<file path="src/rtl/sspi_flag_pkg.sv">
package sspi_flag_pkg;
  localparam int unsigned NUM_FLAGS = 2;
  localparam int unsigned TC_IDX    = 0;
  localparam int unsigned WC_IDX    = 1;
  typedef logic [NUM_FLAGS-1:0] flag_vec_t;
endpackage

</file>
<file path="src/rtl/sspi_strobe_edge.sv">
module sspi_strobe_edge (
  input  logic clk,
  input  logic rst_n,
  input  logic strobe_i,
  input  logic busy_i,
  output logic fall_o,
  output logic coll_o
);
  logic strobe_q, strobe_d;
  logic seen_q, seen_d;

  assign fall_o = strobe_q & ~strobe_i;
  assign coll_o = fall_o & seen_q;

  always_comb begin
    strobe_d = strobe_i;
    seen_d   = seen_q;
    if (fall_o)                 seen_d = 1'b0;
    else if (strobe_i & busy_i) seen_d = 1'b1;
  end

  always_ff @(posedge clk or negedge rst_n) begin
    if (!rst_n) begin
      strobe_q <= 1'b0;
      seen_q   <= 1'b0;
    end else begin
      strobe_q <= strobe_d;
      seen_q   <= seen_d;
    end
  end
endmodule

</file>
<file path="src/rtl/sspi_sticky_flag.sv">
module sspi_sticky_flag (
  input  logic clk,
  input  logic rst_n,
  input  logic set_i,
  input  logic sw_clr_i,
  input  logic stat_rd_i,
  input  logic access_i,
  output logic flag_o
);
  logic flag_q, flag_d;
  logic armed_q, armed_d;
  logic clr;

  assign clr    = sw_clr_i | (access_i & armed_q);
  assign flag_o = flag_q;

  always_comb begin
    flag_d  = flag_q;
    armed_d = armed_q;
    if (set_i)    flag_d = 1'b1;
    else if (clr) flag_d = 1'b0;
    if (clr)                       armed_d = 1'b0;
    else if (stat_rd_i && flag_q)  armed_d = 1'b1;
  end

  always_ff @(posedge clk or negedge rst_n) begin
    if (!rst_n) begin
      flag_q  <= 1'b0;
      armed_q <= 1'b0;
    end else begin
      flag_q  <= flag_d;
      armed_q <= armed_d;
    end
  end
endmodule

</file>
<file path="src/rtl/sspi_flag_irq.sv">
module sspi_flag_irq
  import sspi_flag_pkg::*;
#(
  parameter int unsigned ADDR_W    = 8,
  parameter int unsigned DATA_W    = 8,
  parameter logic [ADDR_W-1:0] STAT_ADDR = 8'hF8,
  parameter logic [ADDR_W-1:0] IEN_ADDR  = 8'hF9
) (
  input  logic              clk,
  input  logic              rst_n,
  input  logic              reg_wr_en,
  input  logic              reg_rd_en,
  input  logic [ADDR_W-1:0] reg_addr,
  input  logic [DATA_W-1:0] reg_wdata,
  input  logic [DATA_W-1:0] reg_wmask,
  output logic [DATA_W-1:0] reg_rdata,
  input  logic              tx_wr_i,
  input  logic              rx_rd_i,
  input  logic              busy_i,
  input  logic              last_sample_i,
  output logic              irq_o
);
  localparam int unsigned PAD_W = DATA_W - NUM_FLAGS;

  logic      stat_hit, ien_hit, stat_wr, stat_rd, ien_wr;
  logic      tx_fall, coll_evt;
  flag_vec_t set_vec, acc_vec, sw_clr_vec, flags;
  flag_vec_t en_q, en_d;
  logic      irq_q, irq_d;

  assign stat_hit = (reg_addr == STAT_ADDR);
  assign ien_hit  = (reg_addr == IEN_ADDR);
  assign stat_wr  = reg_wr_en & stat_hit;
  assign stat_rd  = reg_rd_en & stat_hit;
  assign ien_wr   = reg_wr_en & ien_hit;

  sspi_strobe_edge u_edge (
    .clk      (clk),
    .rst_n    (rst_n),
    .strobe_i (tx_wr_i),
    .busy_i   (busy_i),
    .fall_o   (tx_fall),
    .coll_o   (coll_evt)
  );

  always_comb begin
    set_vec         = '0;
    acc_vec         = '0;
    set_vec[TC_IDX] = last_sample_i;
    set_vec[WC_IDX] = coll_evt;
    acc_vec[TC_IDX] = rx_rd_i;
    acc_vec[WC_IDX] = tx_fall;
  end

  for (genvar i = 0; i < NUM_FLAGS; i++) begin : g_flag
    assign sw_clr_vec[i] = stat_wr & reg_wmask[i] & ~reg_wdata[i];
    sspi_sticky_flag u_flag (
      .clk       (clk),
      .rst_n     (rst_n),
      .set_i     (set_vec[i]),
      .sw_clr_i  (sw_clr_vec[i]),
      .stat_rd_i (stat_rd),
      .access_i  (acc_vec[i]),
      .flag_o    (flags[i])
    );
  end

  always_comb begin
    en_d = en_q;
    if (ien_wr)
      en_d = (en_q & ~reg_wmask[NUM_FLAGS-1:0]) |
             (reg_wdata[NUM_FLAGS-1:0] & reg_wmask[NUM_FLAGS-1:0]);
    irq_d = |(flags & en_q);
  end

  always_ff @(posedge clk or negedge rst_n) begin
    if (!rst_n) begin
      en_q  <= '0;
      irq_q <= 1'b0;
    end else begin
      en_q  <= en_d;
      irq_q <= irq_d;
    end
  end

  always_comb begin
    reg_rdata = '0;
    if (stat_hit)     reg_rdata = {{PAD_W{1'b0}}, flags};
    else if (ien_hit) reg_rdata = {{PAD_W{1'b0}}, en_q};
  end

  assign irq_o = irq_q;
endmodule

</file>
<file path="config.mk">
export PLATFORM = sky130hd
export DESIGN_NAME = sspi_flag_irq
export DESIGN_NICKNAME = d
export VERILOG_FILES = /design/src/rtl/sspi_flag_pkg.sv /design/src/rtl/sspi_strobe_edge.sv /design/src/rtl/sspi_sticky_flag.sv /design/src/rtl/sspi_flag_irq.sv
export SDC_FILE = /design/constraint.sdc
export NUM_CORES = 1
export LEC_CHECK = 0
export BUFFER_PORTS_ARGS = -buffer_cell sky130_fd_sc_hd__buf_2
export CORE_UTILIZATION = 38
export DETAILED_ROUTE_END_ITERATION = 16
export GPL_TIMING_DRIVEN = 0
export PLACE_DENSITY = 0.86
export SLEW_MARGIN = 15
export SYNTH_ARGS = -nofsm -noshare
export SYNTH_HDL_FRONTEND = slang
export SYNTH_SLANG_ARGS = --single-unit
</file>
<file path="constraint.sdc">
create_clock -name clk -period 1.2 [get_ports clk]
set_clock_uncertainty 0.05 [all_clocks]
set_input_delay 0.24 -clock clk [delete_from_list [all_inputs] [get_ports clk]]
set_output_delay 0.24 -clock clk [all_outputs]
set_load 0.02 [all_outputs]
</file>
Word level (Yosys, flattened, before mapping). Index checks and enable logic that the tools add are counted.

Output and inout bits: 9. Word-level logic and storage cells: 52. Register bits: 9. Input port bits: 32.

Reduce and logical (&&, ||, !) cells: 8. Muxes and demuxes: 12. Bitwise logic cells: 22. Eq/ne operators: 2.

Operators with widths (count): $eq 8x8->1 const B (2); $and 1x1->1 (12); $mux 1 (10); $reduce_bool 2->1 (5); $mux 8 (1); $and 2x2->2 (3); $not 1->1 (3); $logic_and 1x1->1 (2); $mux 2 (1); $not 2->2 (1); $or 1x1->1 (2); $or 2x2->2 (1); $reduce_or 2->1 (1).

Longest topological paths before layout.
Word-level depth: 7. Depth in mapped cells: 4. Mapped depth without buffers: 3.

Cells and area by module. A second synthesis with hierarchy kept.

Cell total of the unflattened synthesis: 53. Area total of the unflattened synthesis: 530.5 µm².

Modules (own cells, without submodules): sspi_flag_irq (sequential area each 75.1 µm², area each 276.5 µm², cells an instance 30, instances 1); sspi_sticky_flag (sequential area each 50.0 µm², area each 85.1 µm², cells an instance 8, instances 2); sspi_strobe_edge (sequential area each 50.0 µm², area each 83.8 µm², cells an instance 7, instances 1).

Least setup slack after synthesis. Ideal clock, no wire load.

Path type: input port to output port. From: input port reg_addr[6]. To: output port reg_rdata[0]. Buffers on the path: 1. Data arrival time: 0.921 ns. Stages: 4. Setup slack: -0.011 ns. Cells stage by stage: and4_1 -> buf_2 -> nand2_1 -> nor2_1.

Cells in the longest elaborated chain, start to end: 3. Elaborated cells between the ends (all ways): 4. Classes of those cells: eq/ne (2); mux (2).

RTL lines: start, declared (line sspi_flag_irq.sv:13) `input logic [ADDR_W-1:0] reg_addr,`; $eq 8x8->1 (line sspi_flag_irq.sv:32) `assign ien_hit = (reg_addr == IEN_ADDR);`; $mux 2 (line sspi_flag_irq.sv:89) `else if (ien_hit) reg_rdata = {{PAD_W{1'b0}}, en_q};`; $mux 8 (*) (line sspi_flag_irq.sv:88) `if (stat_hit) reg_rdata = {{PAD_W{1'b0}}, flags};`; end, declared (line sspi_flag_irq.sv:16) `output logic [DATA_W-1:0] reg_rdata,`.

Mark *: on every way between the ends. The rest lies on a longest branch, timed or not.

Worst setup path in the final report.
From: register g_flag[0].u_flag.flag_q. To: output port reg_rdata[0].

Cells in the longest elaborated chain, start to end: 1.

RTL lines: start, declared (line sspi_sticky_flag.sv:10) `logic flag_q, flag_d;`; start signal, assigned (line sspi_sticky_flag.sv:31) `flag_q <= flag_d;`; $mux 8 (line sspi_flag_irq.sv:88).

No other way between the ends.

==> flow_metrics.py <==
metrics = {
    "run_status": {
        "run_status": "finished with violations",
        "failed_checks": "setup timing",
    },
    "synth": {
        "yosysWarningCount": 0,
        "mux_contribution_to_synthesized_area_pct": 7.89,
        "yosys.area.top_type": "dfrtp_1",
        "post-synth-top-area-fraction_pct": 41.8,
        "post_synth.cell_area_avg_sq_um": 10.6,
        "synth_fa_ha_area_share_pct": 0,
        "synth_top_cells_by_area": "dfrtp_1 42%, buf_4 8.4%, nand4_1 4.6%, nor2b_1 4.6%, nor4b_4 4.4%",
        "synth_compound_gate_area_share_pct": 11.8,
        "synthSimpleGateAreaFrac_pct": 27.8,
        "synth-seq-area-share_pct": 41.8,
        "largest_family_of_logic_cells_by_synthesized_area": "simple AND/OR/NAND/NOR gates",
        "ys_types": 25,
        "synthXorXnorAreaFrac_pct": 0,
        "netlist_instances": 51,
        "synth-seq-cells": 9,
        "mappedNetlistArea_sq_um": 539,
    },
    "routing": {
        "drc_errors_left": 0,
        "routed_wire_length_per_instance_microns": 11.1,
        "num_vias": 512,
        "routed_wirelength_mm": 1.15,
        "viasPerCell": 4.97,
        "ant_nets": 0,
        "drtIter0Drc": 2,
        "firstDrtPassIters": 2,
    },
    "setup_path": {
        "cp_max_fo": 2,
        "setup.worst_path.class": "reg2out",
        "end_kind": "primary output",
        "timing.rr.end": "g_flag[0].u_flag.armed_q",
        "ff2ff_path_depth": 4,
        "cp_data_required_time_ns": 0.91,
        "critical_path.cell_chain": "mux2i_1 -> nor2_1 -> buf_4",
        "crit_arrival_ns": 0.99,
        "setup.reg_to_reg.worst_slack_ns": 0.06,
        "rr_startpoint": "g_flag[0].u_flag.flag_o",
        "critPathMaxStageDelay_ns": 0.39,
        "worst_path_max_delay_cell": "dfrtp_1",
        "startpoint_type": "register",
    },
    "clock_network": {
        "clock-sinks": 9,
        "cts_max_level": 1,
        "clk_pin_slew_ns": 0.06,
        "max_buffers_root_to_sink": 2,
        "tritoncts": "built",
        "clock_tree.root_cell": "clkbuf_4",
        "tritoncts.num_buffers": 3,
        "worst_skew_pair.late_latency_ns": 0.26,
    },
    "floorplanning": {
        "die_h_microns": 39.7,
        "dieWidth_microns": 39.7,
        "start_util_pct": 40.9,
        "die_area_sq_mm": 0.00157,
        "design.core.area_sq_mm": 0.00132,
        "ports": 41,
        "std_cell_rows": 13,
    },
    "placed_design": {
        "detailedPlace.worstSlack_ns": -0.198,
        "dpl_cell_area_sq_um": 687,
        "gp_routability_congestion": 0.711,
        "hpwl_microns": 859,
        "placement.io_buffers": 22,
    },
    "power_and_ir_drop": {
        "power_leakage_nw": 0.406,
        "power.internal_uw": 507,
        "power.switching_uw": 172,
        "p_total_uw": 678,
        "cellPowerDensity_mw_per_mm2": 872,
        "p_seq_share_pct": 47.0,
        "power.combinational.fraction_pct": 18.8,
        "clockPowerShare_pct": 34.1,
        "vdd.ir_drop.worst_v": 0.000578,
        "net_switching_share_of_the_total_power_pct": 25.3,
    },
    "layout": {
        "fillers": 135,
        "layout-drive-gt1-share_pct": 44.3,
        "n_antenna_cell": 0,
        "area_growth_syn_to_layout_pct": 44.3,
        "fin_area_sq_um": 778,
        "finalNetCount": 121,
    },
    "flow_run": {
        "max_cap_violations": 0,
    },
    "global_route": {
        "antenna_found_initial": 0,
        "first_pass_grt_wire_length_mm": 1.79,
        "global_route.overflow_total": 0,
        "grt_start_max_net_pins": 10,
        "grt_pass1_vias": 471,
        "globalRouteTotalUtil_pct": 17.8,
    },
    "worst_hold_path": {
        "holdCritPathClass": "in2reg",
        "hold_path_depth": 1,
        "hold_path_startpoint": "tx_wr_i",
        "timing.hold.worst_endpoint": "u_edge.strobe_q",
    },
    "sta": {
        "postLayoutSetupSlackWorst_ns": -0.0785,
        "hold_viol": 0,
        "fin_crit_sh_pct": 107,
        "setup_viol": 2,
        "rsz0062_at_grt": "true",
        "period_needed_ns": 1.28,
        "max_freq_ghz": 0.782,
        "final_number_of_max_transition_violations": 0,
    },
}
[layout make-up]
cell class / count / area [sq um] / area share [%]
clock buffer: 4 / 26.3 / 3.38
buffer: 7 / 56.3 / 7.23
inverter: 1 / 3.75 / 0.482
timing repair buffer: 28 / 163 / 20.9
sequential: 9 / 225 / 28.9
multi-input combinational: 39 / 285 / 36.7
tap: 15 / 18.8 / 2.41
[per-stage QoR]
stage	util, %	instances	hold WS, ns	TNS, ns
final	59.1	103	0.0598	-0.148
after CTS	57.5	102	0.0495	-0.163
after floorplan	-	56	-0.106	-0.0220
after detailed placement	52.1	93	0.0491	-0.798
after global placement	52.1	93	0.0461	-0.659
after global routing	59.1	103	0.0515	-0.241
[critical path: cells and delay by family (launching register included)]
family	cells	cell delay (ns)
mux	1	0.13
buf+inv	1	0.15
flops	1	0.39
simple gates	1	0.06
[metal layers]
metal	vias up	routed length, microns	global-route usage [%]
met5	-	0	0
met4	0	11	7.76
met3	3	77	6.82
met2	19	579	31.1
met1	240	476	18.6
li1	250	-	-
[cell families after synthesis]
group / count (synthesis)
and+or+nand+nor: 21
DFF: 9
AOI/OAI and AO/OA: 8
buffers and inverters: 8
muxes: 4
other: 1
[worst max-delay path by stage]
| stage | startpoint | to | slack, ns |
|---|---|---|---|
| global placement | reg_addr[2] | g_flag[1].u_flag.flag_o | -0.15 |
| global route | reg_addr[4] | reg_rdata[1] | -0.13 |
| detailed placement | reg_addr[2] | g_flag[1].u_flag.flag_o | -0.20 |
| finish | g_flag[0].u_flag.flag_o | reg_rdata[0] | -0.08 |
| floorplan | reg_addr[6] | reg_rdata[0] | -0.01 |
| CTS | register | reg_rdata[1] | -0.08 |
[power groups by stage]
stage	combinational [mW]	clock, mW	sequential, mW
after floorplan	0.0604	0	0.326
after global placement	0.111	0	0.325
after detailed placement	0.114	0	0.325
after CTS	0.122	0.246	0.319
after global routing	0.141	0.251	0.320
final	0.128	0.231	0.319
[synthesized netlist by cell type]
master and number:
buf_2 1, a21o_1 1, nand4bb_1 1, nand4_1 4, a31o_1 1, mux2i_1 2
buf_4 6, a22o_1 1, mux2_1 2, nand2_1 4, and2_1 1, and4_1 1
nor3b_2 1, a21boi_1 1, conb_1 1, nor2_1 2, inv_1 1, nand2b_1 1
nor4b_4 1, dfrtp_1 9, nor2b_1 4, o2111a_1 1, a32o_1 1, and3b_1 1
o21ai_0 2
[cells in the final DEF (no fill, tap or decap), drive strengths merged]
cell and n:
o21ai 2, nand4 4, a21o 1, nor3b 1, nor2b 4, dfrtp 9, inv 1, and4 1
nand4bb 1, a21boi 1, nand2 4, mux2i 2, clkbuf 4, and2 1, o2111a 1, nor2 2
conb 6, nor4b 1, buf 34, a31o 1, mux2 2, nand2b 1, a32o 1, dlygate4sd3 1
and3b 1, a22o 1
[repair_timing]
action | 4_1_cts | 5_1_grt
endpoints found under the setup margin | 2 | 2
gates resized for setup | 2 | 3
pin swaps | 0 | 3
hold buffers | 1 | 0
hold endpoints to repair | 9 | 0
setup buffers | 4 | 1
Power figures use the tool's default switching activity.
